==> config.mk <==
export PLATFORM = sky130hd
export DESIGN_NAME = spi_regbank
export DESIGN_NICKNAME = d
export VERILOG_FILES = /design/src/rtl/spi_regbank_pkg.sv /design/src/rtl/spi_sync.sv /design/src/rtl/spi_frame.sv /design/src/rtl/spi_reg_file.sv /design/src/rtl/spi_regbank.sv
export SDC_FILE = /design/constraint.sdc
export NUM_CORES = 1
export LEC_CHECK = 0
export BUFFER_PORTS_ARGS = -buffer_cell sky130_fd_sc_hd__buf_2
export CELL_PAD_IN_SITES_DETAIL_PLACEMENT = 0
export CELL_PAD_IN_SITES_GLOBAL_PLACEMENT = 1
export CORE_MARGIN = 2
export CORE_UTILIZATION = 51
export DETAILED_ROUTE_END_ITERATION = 16
export PLACE_DENSITY_LB_ADDON = 0.05
export SETUP_SLACK_MARGIN = 0.5
export SYNTH_ARGS = -nofsm -noshare
export SYNTH_HDL_FRONTEND = slang
export SYNTH_HIERARCHICAL = 1
export SYNTH_SLANG_ARGS = --single-unit
==> constraint.sdc <==
create_clock -name clk_i -period 3.3 [get_ports clk_i]
set_clock_uncertainty 0.05 [all_clocks]
set_input_delay 0.495 -clock clk_i [delete_from_list [all_inputs] [get_ports clk_i]]
set_output_delay 0.495 -clock clk_i [all_outputs]
set_load 0.03 [all_outputs]
==> src/rtl/spi_regbank_pkg.sv <==
package spi_regbank_pkg;
  localparam int BYTE_W     = 8;
  localparam int ADDR_W     = 7;
  localparam int CMD_RD_BIT = 7;
  localparam int CNT_W      = $clog2(BYTE_W);

  typedef logic [BYTE_W-1:0] byte_t;
  typedef logic [ADDR_W-1:0] addr_t;
  typedef logic [CNT_W-1:0]  cnt_t;

  typedef enum logic {PH_CMD, PH_DATA} phase_e;

  typedef struct packed {
    logic  en;
    addr_t addr;
    byte_t data;
  } wr_req_t;
endpackage

==> src/rtl/spi_sync.sv <==
module spi_sync #(
  parameter int               STAGES  = 2,
  parameter int               WIDTH   = 1,
  parameter logic [WIDTH-1:0] RST_VAL = '0
) (
  input  logic             clk_i,
  input  logic             rst_ni,
  input  logic [WIDTH-1:0] d_i,
  output logic [WIDTH-1:0] q_o
);
  logic [STAGES-1:0][WIDTH-1:0] pipe_q;

  always_ff @(posedge clk_i or negedge rst_ni) begin
    if (!rst_ni) pipe_q <= {STAGES{RST_VAL}};
    else         pipe_q <= {pipe_q[STAGES-2:0], d_i};
  end

  assign q_o = pipe_q[STAGES-1];
endmodule

==> src/rtl/spi_frame.sv <==
module spi_frame
  import spi_regbank_pkg::*;
#(
  parameter int NUM_REGS  = 5,
  parameter int NUM_DUMMY = 3
) (
  input  logic    clk_i,
  input  logic    rst_ni,
  input  logic    cs_n_s_i,
  input  logic    sclk_s_i,
  input  logic    mosi_s_i,
  input  byte_t   rd_data_i,
  output addr_t   addr_o,
  output wr_req_t wr_o,
  output logic    miso_o,
  output logic    miso_oe_o
);
  localparam addr_t WRAP_ADDR = addr_t'(NUM_REGS + NUM_DUMMY - 1);
  localparam cnt_t  LAST_BIT  = cnt_t'(BYTE_W - 1);

  logic              sclk_q;
  cnt_t              bit_cnt_q;
  logic [BYTE_W-2:0] shift_q;
  phase_e            phase_q;
  logic              rd_q;
  addr_t             addr_q;
  byte_t             tx_q;
  logic              oe_q;
  wr_req_t           wr_q;

  logic  rise, fall, byte_done;
  byte_t byte_in;
  addr_t addr_next;

  assign rise      = sclk_s_i & ~sclk_q & ~cs_n_s_i;
  assign fall      = ~sclk_s_i & sclk_q & ~cs_n_s_i;
  assign byte_in   = {shift_q, mosi_s_i};
  assign byte_done = rise && (bit_cnt_q == LAST_BIT);
  assign addr_next = (addr_q == WRAP_ADDR) ? '0 : addr_q + addr_t'(1);

  always_ff @(posedge clk_i or negedge rst_ni) begin
    if (!rst_ni) begin
      sclk_q    <= 1'b0;
      bit_cnt_q <= '0;
      shift_q   <= '0;
      phase_q   <= PH_CMD;
      rd_q      <= 1'b0;
      addr_q    <= '0;
      tx_q      <= '0;
      oe_q      <= 1'b0;
      wr_q      <= '0;
    end else begin
      sclk_q  <= sclk_s_i;
      wr_q.en <= 1'b0;
      if (cs_n_s_i) begin
        // frame end: drop partial byte, next byte is a command
        bit_cnt_q <= '0;
        phase_q   <= PH_CMD;
        oe_q      <= 1'b0;
      end else begin
        if (rise) begin
          shift_q   <= byte_in[BYTE_W-2:0];
          bit_cnt_q <= byte_done ? '0 : bit_cnt_q + cnt_t'(1);
        end
        if (byte_done) begin
          if (phase_q == PH_CMD) begin
            rd_q    <= byte_in[CMD_RD_BIT];
            addr_q  <= byte_in[ADDR_W-1:0];
            oe_q    <= byte_in[CMD_RD_BIT];
            phase_q <= PH_DATA;
          end else begin
            if (!rd_q) wr_q <= '{en: 1'b1, addr: addr_q, data: byte_in};
            addr_q <= addr_next;
          end
        end
        if (fall) begin
          // first falling edge of a read data byte loads the register
          if (bit_cnt_q == '0 && phase_q == PH_DATA && rd_q) tx_q <= rd_data_i;
          else tx_q <= {tx_q[BYTE_W-2:0], 1'b0};
        end
      end
    end
  end

  assign addr_o    = addr_q;
  assign wr_o      = wr_q;
  assign miso_o    = tx_q[BYTE_W-1];
  assign miso_oe_o = oe_q;

  a_r5_oe_off_idle: assert property (@(posedge clk_i) disable iff (!rst_ni)
    cs_n_s_i |=> !oe_q);
  a_r5_oe_read_only: assert property (@(posedge clk_i) disable iff (!rst_ni)
    oe_q |-> (rd_q && phase_q == PH_DATA));
  a_r9_cnt_clear: assert property (@(posedge clk_i) disable iff (!rst_ni)
    cs_n_s_i |=> (bit_cnt_q == '0 && phase_q == PH_CMD));
  a_r3_full_byte: assert property (@(posedge clk_i) disable iff (!rst_ni)
    wr_q.en |-> ($past(bit_cnt_q) == LAST_BIT && !$past(cs_n_s_i)));
  a_r6_step: assert property (@(posedge clk_i) disable iff (!rst_ni)
    (byte_done && phase_q == PH_DATA && addr_q != WRAP_ADDR) |=> addr_q == $past(addr_q) + addr_t'(1));
  a_r8_wrap: assert property (@(posedge clk_i) disable iff (!rst_ni)
    (byte_done && phase_q == PH_DATA && addr_q == WRAP_ADDR) |=> addr_q == '0);
endmodule

==> src/rtl/spi_reg_file.sv <==
module spi_reg_file
  import spi_regbank_pkg::*;
#(
  parameter int NUM_REGS = 5
) (
  input  logic                       clk_i,
  input  logic                       rst_ni,
  input  wr_req_t                    wr_i,
  input  addr_t                      rd_addr_i,
  output byte_t                      rd_data_o,
  output logic [NUM_REGS*BYTE_W-1:0] regs_o
);
  byte_t regs_q [NUM_REGS];

  for (genvar g = 0; g < NUM_REGS; g++) begin : g_reg
    always_ff @(posedge clk_i or negedge rst_ni) begin
      if (!rst_ni)                                  regs_q[g] <= '0;
      else if (wr_i.en && wr_i.addr == addr_t'(g))  regs_q[g] <= wr_i.data;
    end
    assign regs_o[g*BYTE_W +: BYTE_W] = regs_q[g];
  end

  // unmapped and dummy addresses read as zero
  always_comb begin
    rd_data_o = '0;
    for (int i = 0; i < NUM_REGS; i++)
      if (rd_addr_i == addr_t'(i)) rd_data_o = regs_q[i];
  end

  a_r7_dummy_write_dropped: assert property (@(posedge clk_i) disable iff (!rst_ni)
    (wr_i.en && wr_i.addr >= addr_t'(NUM_REGS)) |=> $stable(regs_o));
  a_r3_no_write_no_change: assert property (@(posedge clk_i) disable iff (!rst_ni)
    !wr_i.en |=> $stable(regs_o));
endmodule

==> src/rtl/spi_regbank.sv <==
module spi_regbank
  import spi_regbank_pkg::*;
#(
  parameter int NUM_REGS    = 5,
  parameter int NUM_DUMMY   = 3,
  parameter int SYNC_STAGES = 2
) (
  input  logic                       clk_i,
  input  logic                       rst_ni,
  input  logic                       cs_ni,
  input  logic                       sclk_i,
  input  logic                       mosi_i,
  output logic                       miso_o,
  output logic                       miso_oe_o,
  output logic [NUM_REGS*BYTE_W-1:0] regs_o
);
  logic [2:0] raw, synced;
  addr_t      addr;
  byte_t      rd_data;
  wr_req_t    wr;

  assign raw = {cs_ni, sclk_i, mosi_i};

  spi_sync #(.STAGES(SYNC_STAGES), .WIDTH(3), .RST_VAL(3'b100)) u_sync (
    .clk_i (clk_i),
    .rst_ni(rst_ni),
    .d_i   (raw),
    .q_o   (synced)
  );

  spi_frame #(.NUM_REGS(NUM_REGS), .NUM_DUMMY(NUM_DUMMY)) u_frame (
    .clk_i    (clk_i),
    .rst_ni   (rst_ni),
    .cs_n_s_i (synced[2]),
    .sclk_s_i (synced[1]),
    .mosi_s_i (synced[0]),
    .rd_data_i(rd_data),
    .addr_o   (addr),
    .wr_o     (wr),
    .miso_o   (miso_o),
    .miso_oe_o(miso_oe_o)
  );

  spi_reg_file #(.NUM_REGS(NUM_REGS)) u_regs (
    .clk_i    (clk_i),
    .rst_ni   (rst_ni),
    .wr_i     (wr),
    .rd_addr_i(addr),
    .rd_data_o(rd_data),
    .regs_o   (regs_o)
  );
endmodule

# Yosys cells after proc, flatten, opt, wreduce, memory -nomap -nowiden
# Cells that the tools add are included.
# classes
reduce_logical	19
n_bitwise	9
eq_ne	11
addsub	2
mux	20
# ops
cell	count
16-bit two-way mux	4
8-bit two-way mux	6
7-bit by 2-bit == test with 1-bit output, second input constant	4
7-bit by 3-bit == test with 1-bit output, second input constant	3
7-bit by 1-bit == test with 1-bit output, second input constant	2
7-bit logical NOT	2
7-bit two-way mux	2
3-bit two-way mux	3
1-bit logical AND	8
2-bit AND reduction	4
7-bit by 1-bit adder with 7-bit output, second input constant	1
1-bit two-way mux	5
1-bit NOT	5
1-bit AND	4
4-bit AND reduction	1
2-bit nonzero test	2
3-bit by 1-bit adder with 3-bit output, second input constant	1
3-bit == test, second input constant	1
3-bit logical NOT	1
3-bit AND reduction	1
2-bit != test, second input constant	1
# totals
out_inout_bits	42
inputBits	5
ff_bits	91
word_cells	79

# Logic depth before layout (Yosys ltp)
# Gate-level depths: netlist of the first run.
# depth
depth_word	7
depth_mapped	8
mapped_depth_nobuf	6

# By module
# The synthesis of the first run kept the hierarchy.
# by_module_without_submodules
module	n_inst	area_per_inst_um2	seq_area_each_um2	cells_per_inst
spi_frame	1	2065.7	1126.1	174
spi_reg_file	1	1939.4	1001.0	142
spi_sync	1	175.2	152.6	9

# Worst setup path before layout of the first run
# No wires, ideal clock.
# synth_path
path_kind	register to register
startpoint	register u_frame.addr_q[2], in the netlist u_frame/addr_o[2]
endpoint	register u_frame.tx_q[0]
stages_incl_launch_ff	8
path_slack_ns	1.493
period_less_slack_ns	1.807
t_required_ns	3.125
setup_time_ns	0.125
path_buffers	1
arrival_time_ns	1.632
cell_sequence	dfrtp_1 clkbuf_1 mux2_2 a22oi_1 a21oi_1 inv_1 nor2_1 mux2_2
# synth_between
elab_chain_len	7
word_cells_on_any_way	11
cone_classes	eq/ne (4); mux (6); reduce/logical (1)
# synth_lines
item	line	rtl
start, declared	spi_frame.sv:26	addr_t addr_q;
start signal, assigned	spi_frame.sv:68	addr_q <= byte_in[ADDR_W-1:0];
start signal, assigned	spi_frame.sv:73	addr_q <= addr_next;
7-bit logical NOT	spi_reg_file.sv:27	if (rd_addr_i == addr_t'(i)) rd_data_o = regs_q[i];
8-bit two-way mux (4 in series)	spi_reg_file.sv:27	
8-bit two-way mux (*)	spi_reg_file.sv:27	
net rd_data[0]	spi_regbank.sv:19	byte_t rd_data;
8-bit two-way mux (*)	spi_frame.sv:78	if (bit_cnt_q == '0 && phase_q == PH_DATA && rd_q) tx_q <= rd_data_i;
end signal, assigned	spi_frame.sv:78	
end signal, assigned	spi_frame.sv:79	else tx_q <= {tx_q[BYTE_W-2:0], 1'b0};
end, declared	spi_frame.sv:27	byte_t tx_q;
# Mark *: on every way through the listed nets, which the timed path passes. The rest lies on a longest branch.
# A chain may end at the register's enable or synchronous reset.

# Final worst setup path of the first run
# layout_path
startpoint	register u_frame.addr_q[0], in the netlist u_frame/addr_o[0]
endpoint	register u_frame.tx_q[3]
# Same word-level chain as after synthesis.

==> results of run 1 <==
cells in the final DEF (no fill, tap or decap), types with 2 or more instances in the layout:
cell	instances
dfrtp_1	89
mux2_2	75
buf_2	45
a21oi_1	24
nor2_1	18
nand3_1	14
mux2i_1	10
clkbuf_8	9
a22oi_1	8
nand2_1	7
nor2b_1	7
inv_1	5
o21ai_0	5
mux2_4	4
ha_1	4
nand3b_1	3
or4_1	3
clkinv_2	2
buf_4	2
nand2b_1	2
o211ai_1	2
a2bb2oi_1	2
dfstp_2	2
layout make-up:
class | instances | area share
clock inverters | 7 | 0.01640
repair buffers | 48 | 0.05593
clock buffers | 9 | 0.02662
flip-flops and latches | 91 | 0.4899
well taps | 105 | 0.02823
multi-input cells | 210 | 0.3789
inverters | 5 | 0.004033
power groups by stage:
stage	Clock [mW]	Combinational (mW)	Sequential [mW]
final	0.761	0.125	1.24
after global routing	0.827	0.142	1.25
after CTS	0.780	0.127	1.24
after detailed placement	0	0.127	1.26
after global placement	0	0.122	1.26
after floorplan	0	0.0838	1.23
worst max-delay path by stage:
stage	slack, ns	end	start	depth (start not counted)
after floorplan	1.49	u_frame/tx_q[0]	u_frame/addr_o[2]	7
after global placement	1.24	u_frame/tx_q[0]	u_frame/addr_o[0]	6
after detailed placement	1.21	u_frame/tx_q[0]	u_frame/addr_o[0]	6
after CTS	1.20	u_frame/tx_q[0]	u_frame/addr_o[0]	6
after global routing	1.05	u_frame/addr_o[6]	u_frame/addr_o[0]	4
final	1.19	u_frame/tx_q[3]	u_frame/addr_o[0]	5
critical path: cells and delay by family, from the launching register on:
| family | cells | cell delay (ns) |
|---|---|---|
| flops | 1 | 0.88 |
| mux | 2 | 0.57 |
| compound gates | 3 | 0.46 |
cells by family (layout without fill, tap and decap cells):
kind of cell	count (synthesis)	count (layout)	share of synthesized area
adders and majority gates	4	4	0.01197
muxes	89	89	0.2403
buffers and inverters	24	69	0.03292
AOI/OAI and AO/OA	44	44	0.06226
and+or+nand+nor	73	73	0.1072
DFF	91	91	0.5453
sequential cells by signal, summed over array words and instances (netlist names):
signal             count
u_frame/shift_q        7
u_frame/rd_q           1
u_frame/tx_q           8
u_frame/addr_o         7
u_frame/miso_oe_o      1
u_sync/q_o             3
u_frame/phase_q        1
u_frame/bit_cnt_q      3
u_frame/wr_o          16
u_sync/pipe_q          3
u_frame/sclk_q         1
u_regs/regs_o         40
routing by layer:
layer,vias up,share of wire
met2,42,0.49
met3,6,0.033
li1,1261,-
met1,1340,0.47
met4,0,0.0088
met5,-,0
Yosys cell counts, drive strengths merged, types with 2 or more instances:
master,number
a21oi,24
a22oi,8
a2bb2oi,2
and3,2
buf,14
clkbuf,5
dfrtp,89
dfstp,2
ha,4
inv,5
mux2,79
mux2i,10
nand2,7
nand2b,2
nand3,15
nand3b,3
nand4,2
nand4b,2
nor2,18
nor2b,7
nor3b,2
o211ai,2
o21ai,5
or4,3
per-stage QoR:
stage               utilization  instances
finish                   0.5750        475
global route             0.5750        475
CTS                      0.5750        475
detailed placement       0.5502        459
global placement         0.5502        459
floorplan                     -        325
==> flow_summary.json, run 1 <==
{
  "status": "complete, no violations",
  "async_flop_share": 1.000,
  "drt_first_pass_iters": 4,
  "tightest_slew_ns": 0.9145,
  "gr-total-overflow": 0,
  "wl_per_cell_um": 18.18,
  "drt_iter0_markers": 109,
  "cts_made_buffers": 9,
  "cts_hold_buf": 0,
  "min_path_type": "in -> async",
  "crit_type": "reg -> reg",
  "die_h_um": 94.54,
  "design.core.area_mm2": 0.008093,
  "p_sw_frac": 0.2493,
  "synthCells": 325,
  "fp.dieArea_mm2": 0.008937,
  "nFillCells": 703,
  "setup_tns_ns": 0,
  "peakVddDrop_v": 0.0001765,
  "min_period_over_period": 0.6398,
  "post-cts-setup-buffers": 0,
  "syn_nets": 334,
  "rsz0062_at_grt": "no",
  "regArea_mm2": 0.002280,
  "clk_latency_ns": 0.35,
  "switching_power_mw": 0.5288,
  "synth_edf_count": 0,
  "powerDensity_mw_per_mm2": 455.9,
  "post-route-min-period_ns": 2.111,
  "synth-seq-cells": 91,
  "drive_gt1_frac": 0.4135,
  "synth_seq_area_share": 0.5453,
  "synth.largest_area_cell": "dfrtp_1",
  "io_pins": 47,
  "holdWs_ns": 0.1743,
  "cts_resized": 0,
  "arrival_ns": 2.25,
  "diodes": 0,
  "cts_root_buf": "clkbuf_8",
  "cts_tree": "done",
  "grtUsageMet3": 0.04469,
  "antenna_found_initial": 0,
  "critPathSlowestCell": "dfrtp_1",
  "placed_area_mm2": 0.004453,
  "grt.busiest_layer": "met2",
  "fmax_ghz": 0.4736,
  "grt_max_degree": 61,
  "syn2layout_area_growth_pct": 11.31,
  "drv_cap": 0,
  "setup_viol": 0,
  "p_seq_frac": 0.583,
  "internal_power_mw": 1.593,
  "worstReg2RegStart": "u_frame/addr_o[0]",
  "via_per_inst": 5.577,
  "fin_area_mm2": 0.004653,
  "rrSetupSlack_ns": 1.19,
  "worst_path_most_repeated_cell": "a21oi_1",
  "cp.required_ns": 3.44,
  "r2r-end": "u_frame/tx_q[3]",
  "grt_use_total": 0.2077,
  "synth_ff_type": "dfrtp_1",
  "grt_pass1_vias": 2639,
  "final_hold_viol_count": 0,
  "grt_pass1_wl_um": 13950,
  "multi_input_area_mm2": 0.001763,
  "power_leakage_nw": 2.384,
  "fin_ws_ns": 1.189,
  "synthTopCellsByArea": "dfrtp_1, mux2_2, a21oi_1",
  "dp_hpwl_um": 6011,
  "pwr-share-clk": 0.359,
  "place_congestion": 0.7911,
  "synth_cell_types": 46,
  "clk_pin_slew_ns": 0.09,
  "clk_path_buf_depth": 2,
  "use_met2": 0.3351,
  "place.port_buffers": 46,
  "p_comb_frac": 0.059,
  "globalRouteMet1Util": 0.2837,
  "reg2regPathDepth": 5,
  "dieWidth_um": 94.54,
  "cts_max_level": 3,
  "postRouteAntennaNets": 0,
  "power.total_mw": 2.121,
  "nets": 374,
  "synthesis.area_mm2": 0.004180,
  "initial_core_util": 0.5165,
  "yosysWarningCount": 6,
  "path_cells": "mux2_2 -> a22oi_1 -> a21oi_1 -> mux2i_1 -> a21oi_1",
  "num_vias": 2649,
  "rows": 33,
  "cts.sinks": 91,
  "netlist.area_leader.share": 0.5328,
  "slew_viol_final": 0,
  "worst_setup_path_start_kind": "flop",
  "post-route-drc-count": 0,
  "wirelength_um": 8637,
  "end_kind": "flop",
  "slowest_delay_ns": 0.88,
  "syn_area_per_cell_um2": 12.86,
  "cp_max_fo": 22,
  "max_slew_margin": 0.3877,
  "place_ws_ns": 1.208
}
(Power assumes the default switching activity.)
==> run 2: changes to the inputs <==
--- a/config.mk
+++ b/config.mk
@@ -9,7 +9,7 @@
 export CELL_PAD_IN_SITES_DETAIL_PLACEMENT = 0
 export CELL_PAD_IN_SITES_GLOBAL_PLACEMENT = 1
 export CORE_MARGIN = 2
-export CORE_UTILIZATION = 51
+export CORE_UTILIZATION = 43
 export DETAILED_ROUTE_END_ITERATION = 16
 export PLACE_DENSITY_LB_ADDON = 0.05
 export SETUP_SLACK_MARGIN = 0.5
==> constraint.sdc (replaced) <==
create_clock -name clk_i -period 1.8 [get_ports clk_i]
set_clock_uncertainty 0.05 [all_clocks]
set_input_delay 0.27 -clock clk_i [delete_from_list [all_inputs] [get_ports clk_i]]
set_output_delay 0.27 -clock clk_i [all_outputs]
set_load 0.03 [all_outputs]
==> flow_summary.json, run 2 (synthesized netlist as in run 1, its figures left out) <==
{
  "arrival_ns": 1.89,
  "power_leakage_nw": 2.891,
  "place_ws_ns": 0.04265,
  "crit_family": "simple AND/OR/NAND/NOR gates",
  "cts_max_level": 3,
  "cts_tree": "done",
  "tightest_slew_ns": 0.5883,
  "cp-startpoint": "u_frame/wr_o[14]",
  "rsz0062_at_grt": "yes",
  "nets": 441,
  "place_congestion": 0.8014,
  "mostFrequentLayoutCells": "dfrtp_1, mux2_4, buf_4",
  "largest_reg_flops": 40,
  "post-route-drc-count": 0,
  "diodes": 0,
  "final_common_cell": "dfrtp_1",
  "powerDensity_mw_per_mm2": 675.0,
  "grt_pass1_wl_um": 16990,
  "path_cells": "nor4_4 -> buf_4 -> and4b_1 -> buf_6 -> mux2_4",
  "fin_ws_ns": 0.09444,
  "crit_end": "u_regs/regs_o[8]",
  "fmax_ghz": 0.5863,
  "cp.required_ns": 1.98,
  "min_path_type": "reg -> reg",
  "final_hold_viol_count": 0,
  "rrSetupSlack_ns": 0.09,
  "worstReg2RegStart": "u_frame/wr_o[14]",
  "peakVddDrop_v": 0.0003844,
  "num_vias": 2952,
  "reg2regPathDepth": 5,
  "clk_path_buf_depth": 2,
  "grt_pass1_vias": 2993,
  "crit_type": "reg -> reg",
  "power.total_mw": 4.047,
  "holdWs_ns": 0.3066,
  "gr-total-overflow": 0,
  "place.port_buffers": 46,
  "dp_cells": 510,
  "post-route-min-period_ns": 1.706,
  "fin_util": 0.6428,
  "drv_cap": 0,
  "clk_pin_slew_ns": 0.09,
  "path_buf_inv": 2,
  "cts_made_buffers": 9,
  "initial_core_util": 0.4482,
  "syn2layout_area_growth_pct": 43.43,
  "design.core.area_mm2": 0.009328,
  "cts.sinks": 91,
  "worst_setup_path_start_kind": "flop",
  "antenna_found_initial": 0,
  "fin_area_mm2": 0.005996,
  "wl_per_cell_um": 18.91,
  "placed_area_mm2": 0.004895,
  "slew_viol_final": 0,
  "worstSetupPathDepth": 5,
  "wirelength_um": 10700,
  "io_pins": 47,
  "drt_first_pass_iters": 4,
  "r2r-end": "u_regs/regs_o[8]",
  "fp.dieArea_mm2": 0.01053,
  "slowest_delay_ns": 0.42,
  "postRouteAntennaNets": 0,
  "dieWidth_um": 102.6,
  "grt_use_total": 0.2135,
  "cts_root_buf": "clkbuf_8",
  "setup_viol": 0,
  "drt_iter0_markers": 97,
  "final_cells": 566,
  "setup_tns_ns": 0,
  "clk_latency_ns": 0.35,
  "status": "complete, no violations",
  "via_per_inst": 5.216,
  "min_period_over_period": 0.9475,
  "max_slew_margin": 0.6073,
  "drive_gt1_frac": 0.6064,
  "die_h_um": 102.6,
  "grt_max_degree": 33,
  "critPathSlowestCell": "dfrtp_1",
  "dp_hpwl_um": 7014,
  "end_kind": "flop",
  "rows": 35,
  "cp_max_fo": 8
}
[run 2: cell count changes in the layout (fill, tap and decap cells not counted), sizes merged]
cell,before,now
clkbuf,9,16
inv,7,6
clkinv,3,2
buf,48,105
dlygate4sd3,0,4
nand3,15,16
[run 2: how the worst min path moves through the flow]
stage                     slack [ns]              from  depth (start not counted)           endpoint
after floorplan                -0.08            rst_ni                          0  u_frame/addr_o[0]
after global placement          0.19            rst_ni                          1  u_regs/regs_o[23]
after detailed placement        0.20            rst_ni                          1  u_regs/regs_o[17]
after CTS                       0.31  u_sync/pipe_q[1]                          0      u_sync/q_o[1]
after global routing            0.31  u_sync/pipe_q[2]                          0      u_sync/q_o[2]
final                           0.31  u_sync/pipe_q[0]                          0      u_sync/q_o[0]
[run 2: routing by layer]
metal | track usage | wire length (µm)
met1 | 0.2940 | 4996
met2 | 0.3479 | 5256
met3 | 0.04136 | 309
met4 | 0.05641 | 142
met5 | 0 | 0
[run 2: what timing repair did]
action	in CTS	in global routing
pin swaps	22	17
buffers inserted	20	13
gates cloned	3	0
endpoints found under the hold margin	33	0
hold buffers	4	0
endpoints found under the setup margin	82	118
resized for setup	84	95
[run 2: layout make-up]
cell class	instances	area [µm²]
fill	733	3332
sequential	91	2285
multi-input combinational	211	2258
timing repair buffer	114	1061
tap	129	161.4
clock buffer	11	151.4
clock inverter	5	60.06
inverter	5	18.77
[run 2: power by group]
part / internal [mW] / leakage, nW / switching (mW)
combinational: 0.180 / 1.57 / 0.134
sequential: 2.15 / 1.21 / 0.120
clock: 0.724 / 0.106 / 0.734
total: 3.06 / 2.89 / 0.989
